===== src/rtl/cport_pkg.sv =====
package cport_pkg;

   typedef enum logic [2:0] {
      SEL_NONE,
      SEL_SCRATCH,
      SEL_FRAME,
      SEL_DEVADR,
      SEL_MODE,
      SEL_DMA
   } sel_e;

   typedef struct packed {
      sel_e       sel;
      logic       rd;
      logic [1:0] nbytes;
      logic       unlock;
      logic       rst;
   } op_info_t;

   localparam logic [7:0] OP_UNLOCK   = 8'hB0;
   localparam logic [7:0] OP_SCR_WR   = 8'hB2;
   localparam logic [7:0] OP_FRAME_RD = 8'hB4;
   localparam logic [7:0] OP_DEV_WR   = 8'hB6;
   localparam logic [7:0] OP_MODE_WR  = 8'hB8;
   localparam logic [7:0] OP_DMA_WR   = 8'hF0;
   localparam logic [7:0] OP_RESET    = 8'hF6;

   // Register-carrying opcodes come in pairs: even = write, odd = read.
   function automatic op_info_t decode_op(input logic [7:0] op);
      op_info_t i;
      i     = '0;
      i.sel = SEL_NONE;
      case (op)
         OP_UNLOCK:   i.unlock = 1'b1;
         OP_RESET:    i.rst    = 1'b1;
         OP_FRAME_RD: begin
            i.sel    = SEL_FRAME;
            i.rd     = 1'b1;
            i.nbytes = 2'd2;
         end
         default: begin
            case ({op[7:1], 1'b0})
               OP_SCR_WR:  begin i.sel = SEL_SCRATCH; i.nbytes = 2'd2; end
               OP_DEV_WR:  begin i.sel = SEL_DEVADR;  i.nbytes = 2'd1; end
               OP_MODE_WR: begin i.sel = SEL_MODE;    i.nbytes = 2'd1; end
               OP_DMA_WR:  begin i.sel = SEL_DMA;     i.nbytes = 2'd2; end
               default:    i.sel = SEL_NONE;
            endcase
            if (i.sel != SEL_NONE) i.rd = op[0];
         end
      endcase
      return i;
   endfunction

endpackage


===== src/rtl/cport_lock.sv =====
module cport_lock (
   input  logic clk,
   input  logic rst_n,
   input  logic suspend,
   input  logic unlock_p,
   input  logic reset_p,
   output logic locked
);
   logic lock_q;

   // Suspend wins over unlock; the lock persists until an explicit release.
   always_ff @(posedge clk or negedge rst_n) begin
      if (!rst_n)                   lock_q <= 1'b0;
      else if (suspend)             lock_q <= 1'b1;
      else if (unlock_p || reset_p) lock_q <= 1'b0;
   end

   assign locked = lock_q;

   AST_UNLOCK_NEEDS_IDLE: assert property (@(posedge clk) disable iff (!rst_n)
      (locked && !unlock_p && !reset_p) |=> locked);
endmodule


===== src/rtl/cport_tracker.sv =====
module cport_tracker
   import cport_pkg::*;
(
   input  logic       clk,
   input  logic       rst_n,
   input  logic       cmd_stb,
   input  logic       data_wr,
   input  logic       data_rd,
   input  logic [7:0] op,
   input  logic       wide,
   input  logic       locked,
   output sel_e       sel,
   output logic       byte_idx,
   output logic       wr_go,
   output logic       rd_go,
   output logic       unlock_p,
   output logic       reset_p,
   output logic       snap_p
);
   op_info_t   info;
   sel_e       sel_q;
   logic       rd_q;
   logic [1:0] left_q;
   logic       idx_q;
   logic       live;

   assign info     = decode_op(op);
   assign unlock_p = cmd_stb & info.unlock;
   assign reset_p  = cmd_stb & info.rst;
   assign snap_p   = cmd_stb & (info.sel == SEL_FRAME);

   assign live  = (sel_q != SEL_NONE) && (left_q != 2'd0) && !locked;
   assign wr_go = data_wr & live & ~rd_q;
   assign rd_go = data_rd & live & rd_q;

   always_ff @(posedge clk or negedge rst_n) begin
      if (!rst_n) begin
         sel_q  <= SEL_NONE;
         rd_q   <= 1'b0;
         left_q <= 2'd0;
         idx_q  <= 1'b0;
      end else if (cmd_stb) begin
         sel_q  <= info.sel;
         rd_q   <= info.rd;
         left_q <= info.nbytes;
         idx_q  <= 1'b0;
      end else if (wr_go || rd_go) begin
         if (wide) begin
            left_q <= 2'd0;
         end else begin
            left_q <= 2'(left_q - 2'd1);
            idx_q  <= 1'b1;
         end
      end
   end

   assign sel      = sel_q;
   assign byte_idx = idx_q;

   AST_NO_GO_AFTER_DONE: assert property (@(posedge clk) disable iff (!rst_n)
      (rd_go && wide && !cmd_stb) |=> !(data_rd && rd_go));
endmodule


===== src/rtl/cport_regs.sv =====
module cport_regs
   import cport_pkg::*;
#(
   parameter int          FRAME_W    = 11,
   parameter logic [7:0]  MODE_RST   = 8'h00,
   parameter logic [7:0]  DEV_RST    = 8'h00,
   parameter logic [15:0] DMA_RST    = 16'h0000,
   parameter logic [15:0] SCR_RST    = 16'h0000,
   parameter bit          FRAME_SNAP = 1'b1
) (
   input  logic               clk,
   input  logic               rst_n,
   input  sel_e               sel,
   input  logic               byte_idx,
   input  logic               wide,
   input  logic               wr_go,
   input  logic               rd_go,
   input  logic               rd_stb,
   input  logic               snap_p,
   input  logic               soft_rst,
   input  logic [15:0]        wdata,
   input  logic [FRAME_W-1:0] frame_in,
   output logic [7:0]         mode_o,
   output logic [7:0]         dev_o,
   output logic [15:0]        dma_o,
   output logic [15:0]        rdata,
   output logic               rvalid
);
   localparam int DW = 16;

   logic [7:0]         mode_q, dev_q, hold_q;
   logic [DW-1:0]      dma_q, scr_q;
   logic [FRAME_W-1:0] frame_val;
   logic [DW-1:0]      frame16, full, rnext;
   logic [7:0]         lane;

   generate
      if (FRAME_SNAP) begin : g_snap
         logic [FRAME_W-1:0] frame_q;
         always_ff @(posedge clk or negedge rst_n) begin
            if (!rst_n)      frame_q <= '0;
            else if (snap_p) frame_q <= frame_in;
         end
         assign frame_val = frame_q;
      end else begin : g_live
         assign frame_val = frame_in;
      end
   endgenerate

   assign frame16 = DW'(frame_val);

   always_ff @(posedge clk or negedge rst_n) begin
      if (!rst_n) begin
         mode_q <= MODE_RST;
         dev_q  <= DEV_RST;
         dma_q  <= DMA_RST;
         scr_q  <= SCR_RST;
         hold_q <= 8'h00;
      end else if (soft_rst) begin
         mode_q <= MODE_RST;
         dev_q  <= DEV_RST;
         dma_q  <= DMA_RST;
         scr_q  <= SCR_RST;
         hold_q <= 8'h00;
      end else if (wr_go) begin
         case (sel)
            SEL_MODE:   mode_q <= wdata[7:0];
            SEL_DEVADR: dev_q  <= wdata[7:0];
            SEL_DMA: begin
               if (wide)           dma_q  <= wdata;
               else if (!byte_idx) hold_q <= wdata[7:0];
               else                dma_q  <= {wdata[7:0], hold_q};
            end
            SEL_SCRATCH: begin
               if (wide)           scr_q  <= wdata;
               else if (!byte_idx) hold_q <= wdata[7:0];
               else                scr_q  <= {wdata[7:0], hold_q};
            end
            default: ;
         endcase
      end
   end

   always_comb begin
      case (sel)
         SEL_MODE:    full = {8'h00, mode_q};
         SEL_DEVADR:  full = {8'h00, dev_q};
         SEL_DMA:     full = dma_q;
         SEL_SCRATCH: full = scr_q;
         SEL_FRAME:   full = frame16;
         default:     full = 16'hFFFF;
      endcase
      lane = byte_idx ? full[15:8] : full[7:0];
      if (!rd_go)    rnext = 16'hFFFF;
      else if (wide) rnext = full;
      else           rnext = {8'h00, lane};
   end

   always_ff @(posedge clk or negedge rst_n) begin
      if (!rst_n) begin
         rvalid <= 1'b0;
         rdata  <= 16'hFFFF;
      end else begin
         rvalid <= rd_stb;
         if (rd_stb) rdata <= rnext;
      end
   end

   assign mode_o = mode_q;
   assign dev_o  = dev_q;
   assign dma_o  = dma_q;

   AST_HALF_WRITE_HOLDS: assert property (@(posedge clk) disable iff (!rst_n)
      (wr_go && !wide && !byte_idx && !soft_rst) |=> ($stable(dma_q) && $stable(scr_q)));
   AST_SOFT_RESET_VALUES: assert property (@(posedge clk) disable iff (!rst_n)
      soft_rst |=> (mode_q == MODE_RST && dev_q == DEV_RST && dma_q == DMA_RST && scr_q == SCR_RST));
endmodule


===== src/rtl/cmd_reg_port.sv =====
module cmd_reg_port
   import cport_pkg::*;
#(
   parameter int          FRAME_W    = 11,
   parameter logic [7:0]  MODE_RST   = 8'h00,
   parameter logic [7:0]  DEV_RST    = 8'h00,
   parameter logic [15:0] DMA_RST    = 16'h0000,
   parameter logic [15:0] SCR_RST    = 16'h0000,
   parameter bit          FRAME_SNAP = 1'b1
) (
   input  logic               clk,
   input  logic               rst_n,
   input  logic               bus_cs,
   input  logic               bus_wr,
   input  logic               bus_rd,
   input  logic               bus_cmd,
   input  logic [15:0]        bus_wdata,
   output logic [15:0]        bus_rdata,
   output logic               bus_rvalid,
   input  logic               wide_bus,
   input  logic               suspend,
   input  logic [FRAME_W-1:0] frame_num,
   output logic [7:0]         mode_o,
   output logic [15:0]        dma_cfg_o,
   output logic [6:0]         dev_addr_o,
   output logic               dev_addr_en_o
);
   generate
      if (FRAME_W < 1 || FRAME_W > 16) begin : g_bad_frame_w
         $error("cmd_reg_port: FRAME_W must be within 1..16");
      end
   endgenerate

   logic       wr_stb, rd_stb, cmd_stb, data_wr, data_rd;
   logic       wr_go, rd_go, unlock_p, reset_p, snap_p, locked, byte_idx;
   logic [7:0] dev_byte;
   sel_e       sel;

   assign wr_stb  = bus_cs & bus_wr & ~bus_rd;
   assign rd_stb  = bus_cs & bus_rd & ~bus_wr;
   assign cmd_stb = wr_stb & bus_cmd;
   assign data_wr = wr_stb & ~bus_cmd;
   assign data_rd = rd_stb & ~bus_cmd;

   cport_tracker u_trk (
      .clk      (clk),
      .rst_n    (rst_n),
      .cmd_stb  (cmd_stb),
      .data_wr  (data_wr),
      .data_rd  (data_rd),
      .op       (bus_wdata[7:0]),
      .wide     (wide_bus),
      .locked   (locked),
      .sel      (sel),
      .byte_idx (byte_idx),
      .wr_go    (wr_go),
      .rd_go    (rd_go),
      .unlock_p (unlock_p),
      .reset_p  (reset_p),
      .snap_p   (snap_p)
   );

   cport_lock u_lock (
      .clk      (clk),
      .rst_n    (rst_n),
      .suspend  (suspend),
      .unlock_p (unlock_p),
      .reset_p  (reset_p),
      .locked   (locked)
   );

   cport_regs #(
      .FRAME_W    (FRAME_W),
      .MODE_RST   (MODE_RST),
      .DEV_RST    (DEV_RST),
      .DMA_RST    (DMA_RST),
      .SCR_RST    (SCR_RST),
      .FRAME_SNAP (FRAME_SNAP)
   ) u_regs (
      .clk      (clk),
      .rst_n    (rst_n),
      .sel      (sel),
      .byte_idx (byte_idx),
      .wide     (wide_bus),
      .wr_go    (wr_go),
      .rd_go    (rd_go),
      .rd_stb   (rd_stb),
      .snap_p   (snap_p),
      .soft_rst (reset_p),
      .wdata    (bus_wdata),
      .frame_in (frame_num),
      .mode_o   (mode_o),
      .dev_o    (dev_byte),
      .dma_o    (dma_cfg_o),
      .rdata    (bus_rdata),
      .rvalid   (bus_rvalid)
   );

   assign dev_addr_o    = dev_byte[6:0];
   assign dev_addr_en_o = dev_byte[7];

   AST_RVALID_FOLLOWS: assert property (@(posedge clk) disable iff (!rst_n)
      rd_stb |=> bus_rvalid);
   AST_RVALID_ONLY_ON_READ: assert property (@(posedge clk) disable iff (!rst_n)
      !rd_stb |=> !bus_rvalid);
   AST_BAD_READ_ONES: assert property (@(posedge clk) disable iff (!rst_n)
      (rd_stb && !rd_go) |=> (bus_rdata == 16'hFFFF));
   AST_LOCK_FREEZES: assert property (@(posedge clk) disable iff (!rst_n)
      (locked && !reset_p) |=> ($stable(mode_o) && $stable(dma_cfg_o) && $stable(dev_byte)));
endmodule


===== config.mk =====
export PLATFORM = sky130hd
export DESIGN_NAME = cmd_reg_port
export DESIGN_NICKNAME = d
export VERILOG_FILES = /design/src/rtl/cport_pkg.sv /design/src/rtl/cport_lock.sv /design/src/rtl/cport_tracker.sv /design/src/rtl/cport_regs.sv /design/src/rtl/cmd_reg_port.sv
export SDC_FILE = /design/constraint.sdc
export NUM_CORES = 1
export LEC_CHECK = 0
export ABC_AREA = 1
export BUFFER_PORTS_ARGS = -buffer_cell sky130_fd_sc_hd__clkbuf_2
export CAP_MARGIN = 20
export CORE_MARGIN = 8
export CORE_UTILIZATION = 53
export DETAILED_ROUTE_END_ITERATION = 6
export PLACE_DENSITY = 0.76
export SETUP_SLACK_MARGIN = 0.1
export SYNTH_ARGS = -nofsm -noshare
export SYNTH_HDL_FRONTEND = slang
export SYNTH_HIERARCHICAL = 1
export SYNTH_SLANG_ARGS = --single-unit

===== constraint.sdc =====
create_clock -name clk -period 2.1 [get_ports clk]
set_input_delay 0.105 -clock clk [delete_from_list [all_inputs] [get_ports clk]]
set_output_delay 0.105 -clock clk [all_outputs]
set_load 0.05 [all_outputs]

==> summary.txt <==
GRT
  • Vias in the first global route: 4,396
  • First-pass GRT wire length: 22.2 mm
  • Largest net degree at the start of global routing: 36
  • GRT overflow: 0
  • GRT Overall Usage: 22.0%
  • Initial antenna violation count: 0

Die
  • Die height: 112 um
  • Initial Util: 53.9%
  • Rows: 35
  • Total core area: 9110 um2
  • Die X: 112 um
  • I/O Pins: 84
  • Die area: 12,600 um2

Worst setup path
  • Worst-path cell chain: inv_1 -> ha_1 -> nor2_2 -> nand4_1 -> inv_1 -> inv_1 -> nor2_4 -> nand2_2 -> nand2_2 -> buf_4 -> mux2_4
  • FF-to-FF Start: u_trk/left_q[0]$_DFFE_PN0P_
  • Critical Path Source: u_trk/left_q[0]$_DFFE_PN0P_
  • Critical Path Fanout Max: 5
  • Top cell by count, worst path: inv_1
  • Startpoint types: register
  • Data arrival, critical path: 2.15 ns
  • R2R Path End: u_regs/scr_q[1]$_DFFE_PN0P_
  • CP Capture Type: register
  • Worst path depth: 11
  • Bufs and invs on worst path: 4
  • Worst Path Required: 2.34 ns
  • Crit path to: u_regs/scr_q[1]$_DFFE_PN0P_
  • Slowest cell delay on critical path: 0.37 ns
  • WS Path Type: register to register
  • Reg2reg setup slack: 0.19 ns
  • Delay-heaviest family, CP: simple AND/OR/NAND/NOR gates
  • Slowest-stage cell, CP: dfrtp_1
  • Worst r2r path cells: 11

Timing
  • Skew final: 0.00869 ns
  • Final Critical Period: 1.91 ns
  • Final Hold Fails: 0
  • Pins Over Slew Limit: 0
  • Relative slew slack: 65.7%
  • Measured slew at the worst slew-check pin: 0.514 ns
  • Finish-stage setup viols: 0
  • Setup_tns: 0 ns
  • Fmax: 525 MHz
  • RSZ-0062 raised after global routing: true
  • Final period utilization: 90.8%

Job
  • Max cap viols: 0

Synth
  • #FFs+latches synth: 92
  • Mapped cell area: 4910 um2
  • Synth warn: 6
  • Post-synth cell types: 33
  • Syn nets: 582
  • Synth Area per Inst: 8.99 um2
  • Async SR Flop Fraction: 100%
  • Largest cells by area after synthesis: dfrtp_1 39%, nand2_1 10%, dfstp_2 8.6%
  • Sequential element share of the synthesized area: 47.3%
  • Synth Flop Type: dfrtp_1
  • Area leader, netlist: dfrtp_1
  • Synth Instances: 546
  • Post-synth EDFFs: 0
  • Top-area cell type share of the netlist area: 38.7%

Placement
  • I/O Buffers: 83
  • Placed instance count: 738
  • Placed Area: 5460 um2
  • DP HPWL: 10.4 mm
  • RD Place Congestion: 0.886

Pwr
  • Power Density: 640 nW/um2
  • Int Pwr: 2.63 mW
  • Sequential share of power: 50.6%
  • Gate power share: 17.1%
  • LEAKAGE: 3.18 nW
  • Switching fraction of total power: 29.8%
  • Clk pwr share: 32.3%
  • Net switching power: 1.12 mW
  • VDD IR max: 0.000481 V

Clocking
  • Cts bufs inserted: 9
  • TritonCTS clock tree: done
  • Clock sinks: 92
  • Root Buffer: clkbuf_8
  • Worst-path clk slew: 0.09 ns
  • Clk buf depth: 2
  • H-tree depth: 3
  • Clock latency on the worst-skew pair: 0.35 ns

Route
  • Via count: 4,317
  • DR iter-0 viols: 312
  • Routed WL: 13.6 mm
  • Wirelength per Cell: 17.7 um
  • Vias per cell: 5.61
  • Antenna Nets Post-Route: 0
  • DRC violations left: 0
  • Total iterations of the first detailed-routing run: 5

Hold path
  • Worst Hold Class: input pin to register
  • Beginning of the worst hold path: bus_wdata[0]

Final layout
  • Layout cell share with drive strength beyond 1: 32.4%
  • Antenna diode count: 0
  • Layout area overhead: 19.4%
  • Non-Filler Instances: 769
  • Final instance area: 5860 um2
  • Nets: 689

Outcome
  • Outcome: complete, no violations
==> kinds of logic (layout without fill, tap and decap cells) <==
| logic type | after synthesis | after routing | share of synthesized area (%) |
|---|---|---|---|
| AO/OA/AOI/OAI | 66 | 66 | 6.85 |
| adder cells (fa/ha/maj) | 1 | 1 | 0.255 |
| buffers and inverters | 69 | 180 | 6.88 |
| flip-flops | 92 | 92 | 47.3 |
| multiplexers | 57 | 57 | 14.6 |
| AND/OR/NAND/NOR | 261 | 262 | 24.1 |
==> worst min-delay path by stage <==
| stage | cells after the start | to |
|---|---|---|
| 2_1_floorplan | 0 | u_lock/locked$_DFFE_PN0P_ |
| 3_3_place_gp | 1 | u_regs/rvalid$_DFF_PN0_ |
| 3_5_place_dp | 1 | u_regs/rvalid$_DFF_PN0_ |
| 4_1_cts | 3 | u_trk/rd_q$_DFFE_PN0P_ |
| 5_1_grt | 3 | u_trk/rd_q$_DFFE_PN0P_ |
| 6_report | 3 | u_trk/rd_q$_DFFE_PN0P_ |
==> area by class of cell <==
cell class,instances,area (um2)
clock buffers,11,141
clock inverters,5,60.1
fillers,762,3250
inverters,49,186
multi-input cells,386,2300
flip-flops and latches,92,2320
well taps,111,139
repair buffers,115,714
==> stage by stage <==
stage          power [mW]  worst slack, ns  utilization, %  hold slack (ns)
2_1_floorplan        2.32            0.226               -           -0.191
3_3_place_gp         2.52            0.152            60.0           0.0720
3_5_place_dp         2.54           0.0444            60.0           0.0829
4_1_cts              3.76            0.134            63.7          0.00630
5_1_grt              3.91           0.0605            64.4           0.0169
6_report             3.75            0.194            64.4           0.0171
==> power groups by stage <==
stage | registers, mW | logic (mW) | clock network (mW)
final | 1.90 | 0.642 | 1.21
after global routing | 1.90 | 0.696 | 1.31
after floorplan | 2.07 | 0.244 | 0
after global placement | 1.92 | 0.594 | 0
after CTS | 1.90 | 0.628 | 1.23
after detailed placement | 1.93 | 0.607 | 0
==> flip-flops by register name, indices dropped and copies added, names as in the netlist <==
| signal | count |
|---|---|
| u_lock/locked | 1 |
| u_regs/dev_o | 8 |
| u_regs/dma_o | 16 |
| u_regs/frame_val | 11 |
| u_regs/hold_q | 8 |
| u_regs/mode_o | 8 |
| u_regs/rdata | 16 |
| u_regs/rvalid | 1 |
| u_regs/scr_q | 16 |
| u_trk/byte_idx | 1 |
| u_trk/left_q | 2 |
| u_trk/rd_q | 1 |
| u_trk/sel | 3 |
==> layout by cell type, fill, tap and decap left out, drive strengths merged <==
| cell type | netlist | layout |
|---|---|---|
| dfrtp | 76 | 76 |
| clkinvlp | 0 | 1 |
| nand3 | 30 | 30 |
| inv | 49 | 50 |
| nor2 | 65 | 65 |
| dfstp | 16 | 16 |
| buf | 16 | 20 |
| bufinv | 0 | 1 |
| mux2 | 57 | 57 |
| nand2 | 140 | 141 |
| o21ai | 42 | 42 |
| nor3 | 5 | 5 |
| dlygate4sd3 | 0 | 13 |
| clkinv | 0 | 2 |
| a21oi | 23 | 23 |
| nand4 | 21 | 21 |
| o211ai | 1 | 1 |
| clkbuf | 4 | 93 |
| ha | 1 | 1 |
==> cell usage after synthesis, types with 2 or more instances <==
cell	n
a21oi_1	22
buf_2	6
buf_4	3
buf_6	4
clkbuf_1	4
dfrtp_1	76
dfstp_2	16
inv_1	40
inv_2	8
mux2_1	14
mux2_2	23
mux2_4	20
nand2_1	131
nand2_2	7
nand2_4	2
nand3_1	25
nand3_2	5
nand4_1	21
nor2_1	58
nor2_2	3
nor2_4	3
nor3_1	4
o21ai_0	31
o21ai_1	11
==> worst min-delay path, cell delays in order <==
cell and delay (ns):
clkbuf_2 0.10, nand2_1 0.08, a21oi_2 0.05
==> metal layers <==
layer | vias to the layer above | global-route usage [%] | part of all wire (%)
met5 | - | 0 | 0
met4 | 0 | 8.18 | 2.6
met3 | 29 | 4.94 | 6.0
met2 | 152 | 37.7 | 50
li1 | 2023 | - | -
met1 | 2113 | 26.3 | 42
==> repair_timing <==
item	in CTS	in global routing
setup endpoints to repair	19	53
hold buffers	13	0
pin swaps	0	3
buffers inserted	0	1
endpoints found under the hold margin	29	0
gates resized for setup	2	9
gates cloned	0	1
Power figures use the tool's default switching activity.
